[config.mk]
export PLATFORM = sky130hd
export DESIGN_NAME = mad_corr_top
export DESIGN_NICKNAME = d
export VERILOG_FILES = /design/src/rtl/mad_corr_pkg.sv /design/src/rtl/mad_window.sv /design/src/rtl/mad_coef_table.sv /design/src/rtl/mad_divider.sv /design/src/rtl/mad_corr_top.sv
export SDC_FILE = /design/constraint.sdc
export NUM_CORES = 2
export LEC_CHECK = 0
export CELL_PAD_IN_SITES_DETAIL_PLACEMENT = 1
export CELL_PAD_IN_SITES_GLOBAL_PLACEMENT = 1
export CORE_UTILIZATION = 25
export DETAILED_ROUTE_END_ITERATION = 6
export PLACE_DENSITY_LB_ADDON = 0.1
export SYNTH_ARGS = -nofsm -noshare
export SYNTH_HDL_FRONTEND = slang
export SYNTH_SLANG_ARGS = --single-unit
[constraint.sdc]
create_clock -name clk -period 30.8 [get_ports clk]
set_clock_uncertainty 0.15 [all_clocks]
set_input_delay 4.62 -clock clk [delete_from_list [all_inputs] [get_ports clk]]
set_output_delay 4.62 -clock clk [all_outputs]
set_load 0.01 [all_outputs]
[src/rtl/mad_corr_pkg.sv]
package mad_corr_pkg;

    // Control sequence of the correlator core
    typedef enum logic [2:0] {
        ST_IDLE,
        ST_MEAN,
        ST_ACC,
        ST_LAUNCH,
        ST_DIV,
        ST_OUT
    } corr_state_e;

endpackage

[src/rtl/mad_window.sv]
// Circular sample store with a running window sum.
module mad_window #(
    parameter int LOG2N = 6,
    parameter int DW    = 14
) (
    input  logic                          clk,
    input  logic                          rst_n,
    input  logic                          push,
    input  logic [DW-1:0]                 din,
    input  logic [LOG2N-1:0]              rd_addr,
    output logic [DW-1:0]                 rd_data,
    output logic [LOG2N-1:0]              oldest,
    output logic signed [DW+LOG2N-1:0]    sum,
    output logic                          full
);
    localparam int N    = 1 << LOG2N;
    localparam int SUMW = DW + LOG2N;

    typedef struct packed {
        logic [N-1:0][DW-1:0]    mem;
        logic [LOG2N-1:0]        wp;
        logic [LOG2N:0]          fill;
        logic signed [SUMW-1:0]  acc;
    } win_t;

    win_t win_q, win_d;
    logic signed [SUMW-1:0] new_ext;
    logic signed [SUMW-1:0] old_ext;

    assign full    = (win_q.fill == (LOG2N+1)'(N));
    assign rd_data = win_q.mem[rd_addr];
    assign oldest  = win_q.wp;
    assign sum     = win_q.acc;

    always_comb begin
        new_ext = SUMW'($signed(din));
        old_ext = SUMW'($signed(win_q.mem[win_q.wp]));
        win_d   = win_q;
        if (push) begin
            // the evicted slot is zero until the window first fills
            win_d.mem[win_q.wp] = din;
            win_d.acc           = win_q.acc + new_ext - old_ext;
            win_d.wp            = win_q.wp + 1'b1;
            if (!full) begin
                win_d.fill = win_q.fill + 1'b1;
            end
        end
    end

    always_ff @(posedge clk or negedge rst_n) begin
        if (!rst_n) begin
            win_q <= '0;
        end else begin
            win_q <= win_d;
        end
    end
endmodule

[src/rtl/mad_coef_table.sv]
// Register table of template coefficients, one write and one read port.
module mad_coef_table #(
    parameter int LOG2N = 6,
    parameter int CW    = 16
) (
    input  logic             clk,
    input  logic             rst_n,
    input  logic             we,
    input  logic [LOG2N-1:0] waddr,
    input  logic [CW-1:0]    wdata,
    input  logic [LOG2N-1:0] raddr,
    output logic [CW-1:0]    rdata
);
    localparam int N = 1 << LOG2N;

    typedef struct packed {
        logic [N-1:0][CW-1:0] mem;
    } tab_t;

    tab_t tab_q, tab_d;

    assign rdata = tab_q.mem[raddr];

    always_comb begin
        tab_d = tab_q;
        if (we) begin
            tab_d.mem[waddr] = wdata;
        end
    end

    always_ff @(posedge clk or negedge rst_n) begin
        if (!rst_n) begin
            tab_q <= '0;
        end else begin
            tab_q <= tab_d;
        end
    end
endmodule

[src/rtl/mad_divider.sv]
// Sequential restoring divider on magnitudes, one quotient bit per cycle,
// with a clip to +/-QMAX and a zero result for a zero divisor.
module mad_divider #(
    parameter int NUMW = 37,
    parameter int DENW = 18,
    parameter int QW   = 16,
    parameter int QMAX = 16384
) (
    input  logic                  clk,
    input  logic                  rst_n,
    input  logic                  start,
    input  logic [NUMW-1:0]       num,
    input  logic [DENW-1:0]       den,
    input  logic                  neg,
    output logic                  done,
    output logic signed [QW-1:0]  quo
);
    localparam int CNTW = $clog2(QW);

    typedef struct packed {
        logic             busy;
        logic [CNTW-1:0]  cnt;
        logic [NUMW-1:0]  rem;
        logic [NUMW-1:0]  dv;
        logic [QW-1:0]    q;
        logic             sat;
        logic             neg;
        logic             done;
        logic [QW-1:0]    res;
    } div_t;

    div_t div_q, div_d;
    logic [QW-1:0] q_fin;
    logic [QW-1:0] mag;

    assign done = div_q.done;
    assign quo  = $signed(div_q.res);

    always_comb begin
        div_d      = div_q;
        div_d.done = 1'b0;
        q_fin      = '0;
        mag        = '0;
        if (start) begin
            div_d.busy = (den != '0);
            div_d.done = (den == '0);
            div_d.res  = '0;
            div_d.rem  = num;
            div_d.dv   = NUMW'(den) << (QW - 1);
            div_d.q    = '0;
            div_d.cnt  = CNTW'(QW - 1);
            div_d.neg  = neg;
            // a quotient of 2^QW or more cannot be formed: clip it
            div_d.sat  = ({1'b0, num} >= ((NUMW+1)'(den) << QW));
        end else if (div_q.busy) begin
            q_fin = div_q.q;
            if (div_q.rem >= div_q.dv) begin
                div_d.rem         = div_q.rem - div_q.dv;
                q_fin[div_q.cnt]  = 1'b1;
            end
            div_d.q   = q_fin;
            div_d.dv  = div_q.dv >> 1;
            div_d.cnt = div_q.cnt - 1'b1;
            if (div_q.cnt == '0) begin
                div_d.busy = 1'b0;
                div_d.done = 1'b1;
                mag        = (div_q.sat || (q_fin > QW'(QMAX))) ? QW'(QMAX) : q_fin;
                div_d.res  = div_q.neg ? (~mag + 1'b1) : mag;
            end
        end
    end

    always_ff @(posedge clk or negedge rst_n) begin
        if (!rst_n) begin
            div_q <= '0;
        end else begin
            div_q <= div_d;
        end
    end
endmodule

[src/rtl/mad_corr_top.sv]
// Streaming template correlator normalised by absolute deviation.
module mad_corr_top
    import mad_corr_pkg::*;
#(
    parameter int LOG2N = 6,
    parameter int DW    = 14,
    parameter int CW    = 16
) (
    input  logic             clk,
    input  logic             rst_n,
    input  logic             in_valid,
    output logic             in_ready,
    input  logic [DW-1:0]    in_data,
    input  logic             coef_we,
    input  logic [LOG2N-1:0] coef_addr,
    input  logic [CW-1:0]    coef_data,
    output logic             out_valid,
    input  logic             out_ready,
    output logic [CW-1:0]    out_data
);
    localparam int N     = 1 << LOG2N;
    localparam int SUMW  = DW + LOG2N;
    localparam int DEVW  = DW + 1;
    localparam int PRODW = DEVW + CW;
    localparam int ACCW  = PRODW + LOG2N;
    localparam int ABSW  = DEVW + LOG2N;
    localparam int DSH   = LOG2N / 2;
    localparam int DENW  = ABSW - DSH;
    localparam int QMAX  = 1 << (CW - 2);
    localparam logic [LOG2N-1:0] K_LAST = LOG2N'(N - 1);

    typedef struct packed {
        corr_state_e             st;
        logic [LOG2N-1:0]        k;
        logic signed [DW-1:0]    mean;
        logic signed [ACCW-1:0]  acc;
        logic [ABSW-1:0]         abss;
        logic [CW-1:0]           res;
    } core_t;

    core_t core_q, core_d;

    logic                    push;
    logic                    win_full;
    logic [LOG2N-1:0]        win_oldest;
    logic signed [SUMW-1:0]  win_sum;
    logic signed [SUMW-1:0]  sum_sh;
    logic [DW-1:0]           win_rd;
    logic [CW-1:0]           coef_rd;
    logic signed [DEVW-1:0]  dev;
    logic [DEVW-1:0]         absdev;
    logic signed [PRODW-1:0] prod;
    logic                    div_start;
    logic [ACCW-1:0]         div_num;
    logic [DENW-1:0]         div_den;
    logic                    div_neg;
    logic                    div_done;
    logic signed [CW-1:0]    div_quo;

    assign in_ready  = (core_q.st == ST_IDLE);
    assign push      = in_valid && in_ready;
    assign out_valid = (core_q.st == ST_OUT);
    assign out_data  = core_q.res;

    mad_window #(.LOG2N(LOG2N), .DW(DW)) u_win (
        .clk     (clk),
        .rst_n   (rst_n),
        .push    (push),
        .din     (in_data),
        .rd_addr (win_oldest + core_q.k),
        .rd_data (win_rd),
        .oldest  (win_oldest),
        .sum     (win_sum),
        .full    (win_full)
    );

    mad_coef_table #(.LOG2N(LOG2N), .CW(CW)) u_coef (
        .clk   (clk),
        .rst_n (rst_n),
        .we    (coef_we),
        .waddr (coef_addr),
        .wdata (coef_data),
        .raddr (core_q.k),
        .rdata (coef_rd)
    );

    mad_divider #(.NUMW(ACCW), .DENW(DENW), .QW(CW), .QMAX(QMAX)) u_div (
        .clk   (clk),
        .rst_n (rst_n),
        .start (div_start),
        .num   (div_num),
        .den   (div_den),
        .neg   (div_neg),
        .done  (div_done),
        .quo   (div_quo)
    );

    // datapath of one accumulation step
    always_comb begin
        sum_sh  = win_sum >>> LOG2N;
        dev     = DEVW'($signed(win_rd)) - DEVW'(core_q.mean);
        absdev  = dev[DEVW-1] ? DEVW'(-dev) : DEVW'(dev);
        prod    = dev * $signed(coef_rd);
        div_neg = core_q.acc[ACCW-1];
        div_num = core_q.acc[ACCW-1] ? ACCW'(-core_q.acc) : ACCW'(core_q.acc);
        div_den = DENW'(core_q.abss >> DSH);
    end

    // control sequence
    always_comb begin
        core_d    = core_q;
        div_start = 1'b0;
        case (core_q.st)
            ST_IDLE: begin
                if (push && win_full) begin
                    core_d.st = ST_MEAN;
                end
            end
            ST_MEAN: begin
                core_d.mean = sum_sh[DW-1:0];
                core_d.acc  = '0;
                core_d.abss = '0;
                core_d.k    = '0;
                core_d.st   = ST_ACC;
            end
            ST_ACC: begin
                core_d.acc  = core_q.acc + ACCW'(prod);
                core_d.abss = core_q.abss + ABSW'(absdev);
                core_d.k    = core_q.k + 1'b1;
                if (core_q.k == K_LAST) begin
                    core_d.st = ST_LAUNCH;
                end
            end
            ST_LAUNCH: begin
                div_start = 1'b1;
                core_d.st = ST_DIV;
            end
            ST_DIV: begin
                if (div_done) begin
                    core_d.res = div_quo;
                    core_d.st  = ST_OUT;
                end
            end
            ST_OUT: begin
                if (out_ready) begin
                    core_d.st = ST_IDLE;
                end
            end
            default: core_d.st = ST_IDLE;
        endcase
    end

    always_ff @(posedge clk or negedge rst_n) begin
        if (!rst_n) begin
            core_q    <= '0;
            core_q.st <= ST_IDLE;
        end else begin
            core_q <= core_d;
        end
    end
endmodule

# ---- Word level (Yosys, flattened, before mapping)
# Cells that the tools add are included.
dict set report word_totals {
  regBits 2164
  output_inout_bits 18
}
dict set report op_classes {
  n_addsub 14
  mul 1
  magnitude_cmp 11
  n_eq_ne 11
  n_mux 36
  n_bitwise 3
  reduce_logical 19
}
# cell count
set ops {}
lappend ops {{1024-bit bitwise mux} 1}
lappend ops {{896-bit bitwise mux} 1}
lappend ops {{95-bit two-way mux} 2}
lappend ops {{14-bit binary-select mux with 6-bit select} 2}
lappend ops {{58-bit case mux with 2 select lines} 1}
lappend ops {{16-bit two-way mux} 7}
lappend ops {{16-bit binary-select mux with 6-bit select} 1}
lappend ops {{16-bit demux with 6-bit select} 1}
lappend ops {{14-bit demux with 6-bit select} 1}
lappend ops {{37-bit two-way mux} 2}
lappend ops {{17-bit two-way mux} 3}
lappend ops {{14-bit two-way mux} 3}
lappend ops {{37-bit by 31-bit adder with 37-bit output} 1}
lappend ops {{37-bit by 34-bit greater-or-equal comparator with 1-bit output} 1}
lappend ops {{37-bit greater-or-equal comparator} 1}
lappend ops {{37-bit negator} 1}
lappend ops {{37-bit subtractor} 1}
lappend ops {{15-bit by 16-bit multiplier with 31-bit output} 1}
lappend ops {{6-bit by 7-bit less-than comparator with 1-bit output (second input constant)} 4}
lappend ops {{21-bit by 15-bit adder with 21-bit output} 1}
lappend ops {{20-bit by 14-bit adder with 20-bit output} 1}
lappend ops {{20-bit by 14-bit subtractor with 20-bit output} 1}
lappend ops {{18-bit zero test} 1}
lappend ops {{3-bit case mux with 6 select lines} 1}
lappend ops {{34 further kinds} 55}

# ---- Logic depth before layout (Yosys ltp)
dict set report depth {
  depth_word 17
  mapped_depth 49
}

# ---- By module
# From an unflattened synthesis, not the netlist that was laid out.
dict set report unflattened {
  hier_cells 10052
  hier_area_um2 122591.3
}
# module instances cells_each area_per_inst_um2
set modules_own_cells {}
lappend modules_own_cells {mad_window 1 4126 49991.7}
lappend modules_own_cells {mad_coef_table 1 3025 47071.4}
lappend modules_own_cells {mad_corr_top 1 1918 17140.2}
lappend modules_own_cells {mad_divider 1 983 8388.0}

# ---- Worst setup path after synthesis
# OpenSTA, ideal clock, no wires.
dict set report synth_path {
  path_kind {reg2reg}
  start {register core_q[89] in the netlist's numbering}
  end {register core_q[71] in the netlist's numbering}
  setup_ns 0.122
  arrival_time_ns 11.378
  required_ns 30.528
  slack_ns 19.151
  stages_incl_launch_ff 40
  path_buffers 7
  synth_period_minus_slack_ns 11.649
  cell_sequence {dfrtp_1 > clkbuf_1 > clkbuf_1 > buf_1 > inv_1 > fa_1 > xnor2_1 > buf_1 > buf_1 > mux4_2 > a211oi_1 > a21oi_1 > ha_1 > nor2b_1 > o21ai_0 > a21boi_0 > o211ai_1 > a31oi_1 > [4 not listed] > nor2_1 > fa_1 > fa_1 > fa_1 > fa_1 > fa_1 > inv_1 > fa_1 > inv_1 > ha_1 > a22oi_1 > nand2_1 > o41ai_1 > o41ai_1 > o211ai_1 > a21boi_0 > or3_1 > a32o_1}
}
dict set report synth_via {
  elab_chain_len 7
  elab_cells_between_ends 9
}
# item line_no
set synth_lines {}
lappend synth_lines {{from (decl)} mad_corr_top.sv:41} ;# core_t core_q, core_d;
lappend synth_lines {{from (signal assigned)} mad_corr_top.sv:158} ;# core_q <= core_d;
lappend synth_lines {{6-bit adder} mad_corr_top.sv:70} ;# .rd_addr (win_oldest + core_q.k),
lappend synth_lines {{14-bit binary-select mux with 6-bit select} mad_window.sv:31} ;# assign rd_data = win_q.mem[rd_addr];
lappend synth_lines {{14-bit two-way mux (not written as such)} mad_window.sv:31}
lappend synth_lines {{14-bit by 14-bit subtractor with 15-bit output} mad_corr_top.sv:101} ;# dev = DEVW'($signed(win_rd)) - DEVW'(core_q.mean);
lappend synth_lines {{15-bit by 16-bit multiplier with 31-bit output (*)} mad_corr_top.sv:103} ;# prod = dev * $signed(coef_rd);
lappend synth_lines {{37-bit by 31-bit adder with 37-bit output (*)} mad_corr_top.sv:127} ;# core_d.acc = core_q.acc + ACCW'(prod);
lappend synth_lines {{58-bit case mux with 2 select lines (*)} mad_corr_top.sv:113} ;# case (core_q.st)
# Every way passes the cells marked *; elsewhere a longest branch is shown, timed or not. The select of a mux whose other input is x is not followed.
# A chain may end at the register's enable or synchronous reset.

# ---- Final worst setup path
dict set report layout_path {
  start {register core_q[88] in the netlist's numbering}
  end {register core_q[71] in the netlist's numbering}
}
# The elaborated chain is that of the path after synthesis.

==> metrics.txt <==
die height=around 690 um; Tightest Pin Transition=1.18 ns; clock root cell=clkbuf_16; initial antenna violation count=23; number of nets in the layout=approximately 10,000; CTS buffer count=289; FMAX=~0.066 GHz; Min-Delay Path Class=flip-flop to flip-flop; CTS H-tree depth=5; xor/xnor share of the synthesized area=under 10%; WP data required=between 30 and 40 ns; TritonCTS clock tree=built; Synthesized Nets=between 10,000 and 15,000; PostCTS Resize Cnt=0; share of layout cells above drive strength 1=31.3%; die area=roughly 480,000 um2; Post-CTS Hold Fix Bufs=0; crit path max-delay cell type=o41ai_1; commonest non-fill, non-tap cell in the layout=dfrtp_1; RSZ-0062 raised after global routing=no; Worst setup EP type=flip-flop; drt first pass iters=5; # rows=252; CTS sink count=2,163; Max Cap Viol=0; synth top area cells=dfrtp_1, mux2_2, mux4_2, fa_1, nand2_1; dominant synthesized flop cell=dfrtp_1; ys async rst share=100%; Mapped Area=approximately 120,000 um2; Mapped Cells=9,605; library cells used by synthesis=80; most used cell, CP=fa_1; final WL=between 400 and 500 mm; main combinational cell family by area after synthesis=multiplexers; CTS max path bufs=4; Final GP Congestion=approximately 0.78; DRT iter0 DRCs=4,845; area share of fa/ha/maj cells after synthesis=approximately 7.6%; drt drc=0; crit path time final=15.15 ns; max incr delay on CP=roughly 0.91 ns; top-area cell type share of the netlist area=around 46%; pin count of the biggest net entering global routing=176; P&R area growth vs syn=15.0%; compound-gate portion of the synthesized area=8.76%; CP Data Arrival Time=between 15 and 20 ns; DRT antenna net count=0; number of setup violations in the final report=0; port bufs=58; Setup TNS=0 ns; Final Hold Viols=0; #FFs+latches synth=2,163; die width=between 600 and 700 um; Clk Latency, worst-skew pair=around 0.94 ns; Slew Viols, Final=0; Synth area leader=dfrtp_1; post-detail-place hpwl=about 290 mm; Starting Density=about 25%; Post-synth EDFFs=0; CTS clk-pin slew, worst paths=roughly 0.06 ns; average cell area after synthesis=about 12 um2; most frequent cells in the layout=dfrtp_1, mux2_2, nand2_1; gr usage total=approximately a fifth; period utilization=roughly 49%; Yosys warning total=0; first-pass GRT wire length=669 mm; DR WL/cell=~29 um; Seq/Total Area, Yosys=45.6%; Core Footprint=472,000 um2; I/O pin total=a little under 60; Critical Path Start Type=flip-flop; routed vias=around 80,000; Slew HR=21.1%; # Post-CTS Setup Buffers=0; Max Fanout on Critical Path=44; vias in the first global route=around 89,000; status=finished clean; Avg Vias per Cell=between 5 and 6; Post-Synth Simple-Gate Area=under 10%; WS Path Type=flip-flop to flip-flop; mux contribution to synthesized area=about a quarter; gr ovfl total=0
-- registers in the layout (all words and copies together) (netlist names) --
signal and count:
u_coef.tab_q 1024, u_win.win_q 903, u_div.div_q 96, core_q 81
u_win.sum 20, out_data 16, u_div.quo 16, u_win.oldest 6
u_div.done 1
-- worst paths after layout --
| kind | start | end | slack (ns) | depth (start not counted) |
|---|---|---|---|---|
| setup / recovery | core_q[88] | core_q[71] | 15.65 | 40 |
| hold / removal | u_win.sum[19] | u_win.sum[19] | 0.32 | 1 |
| setup reg to reg | core_q[88] | core_q[71] | 15.65 | 40 |
| hold reg to reg | u_win.sum[19] | u_win.sum[19] | 0.32 | 1 |
| max in group asynchronous | rst_n | u_coef.tab_q[423] | 20.98 | 8 |
| min in group asynchronous | rst_n | u_win.win_q[662] | 3.49 | 1 |
-- cell usage after synthesis (16+ instances only) --
cell,n
or3_1,29
xnor2_1,113
o21a_1,32
xor2_1,62
a21o_1,55
a21oi_1,198
inv_1,527
fa_1,309
and2_1,36
and3_1,24
a211oi_1,38
dfrtp_1,2163
a22o_1,51
nand4_1,89
buf_1,95
mux4_2,614
a31oi_1,72
nand3_1,61
o31ai_1,23
buf_4,17
o21ai_0,614
clkbuf_1,660
nor3_1,51
nor4_1,20
o22ai_1,16
mux2i_1,54
nand2b_1,37
nand2_1,853
nor2b_1,59
ha_1,227
a221oi_1,45
a41oi_1,18
mux2_2,1525
a22oi_1,377
nor2_1,259
-- worst max-delay path: cells and delay by family, from the launching register on --
family	cells	cell delay (ns)
flops	1	0.69
xor+xnor	1	0.88
compound gates	15	3.79
simple gates	5	0.77
buf+inv	7	2.74
fa+ha+maj	9	4.38
mux	3	1.43
-- final cells by class --
| class | instances | area, um2 |
|---|---|---|
| fillers | 50399 | 335000 |
| multi-input cells | 6132 | 60200 |
| flip-flops and latches | 2163 | 54100 |
| clock buffers | 429 | 8640 |
| well taps | 6223 | 7790 |
| repair buffers | 291 | 2490 |
| inverters | 528 | 1980 |
| clock inverters | 87 | 1230 |
| diodes | 7 | 17.5 |
-- metrics by stage --
| step | utilization, % | setup slack [ns] | instances | area (um2) | hold WS (ns) |
|---|---|---|---|---|---|
| floorplan | - | 19.15 | 9605 | 119000 | 0.287 |
| global placement | 26.8 | 15.26 | 15337 | 127000 | 0.312 |
| detailed placement | 26.8 | 15.33 | 15337 | 127000 | 0.306 |
| CTS | 28.9 | 15.23 | 15853 | 137000 | 0.324 |
| global route | 28.9 | 14.65 | 15854 | 137000 | 0.349 |
| finish | 28.9 | 15.65 | 15860 | 137000 | 0.319 |
-- metal layers --
metal  vias up  wire length [um]  global-route usage, %
li1      34344                 -                      -
met1     43791            211000                   26.4
met5         -                 0                      0
met4         0             12800                   4.98
met2      1516            216000                   31.4
met3       598             14000                   1.84
-- cell families (layout without fill, tap and decap cells) --
kind of cell,Yosys count,after routing
XOR/XNOR,175,175
AO/OA/AOI/OAI,1640,1640
buffers and inverters,1310,1335
flip-flops,2163,2163
multiplexers,2193,2193
other,0,7
AND/OR/NAND/NOR,1588,1588
adder cells (fa/ha/maj),536,536
Power is not shown: default switching activity piles up to over one toggle a cycle in this logic, so the estimate is an artifact.
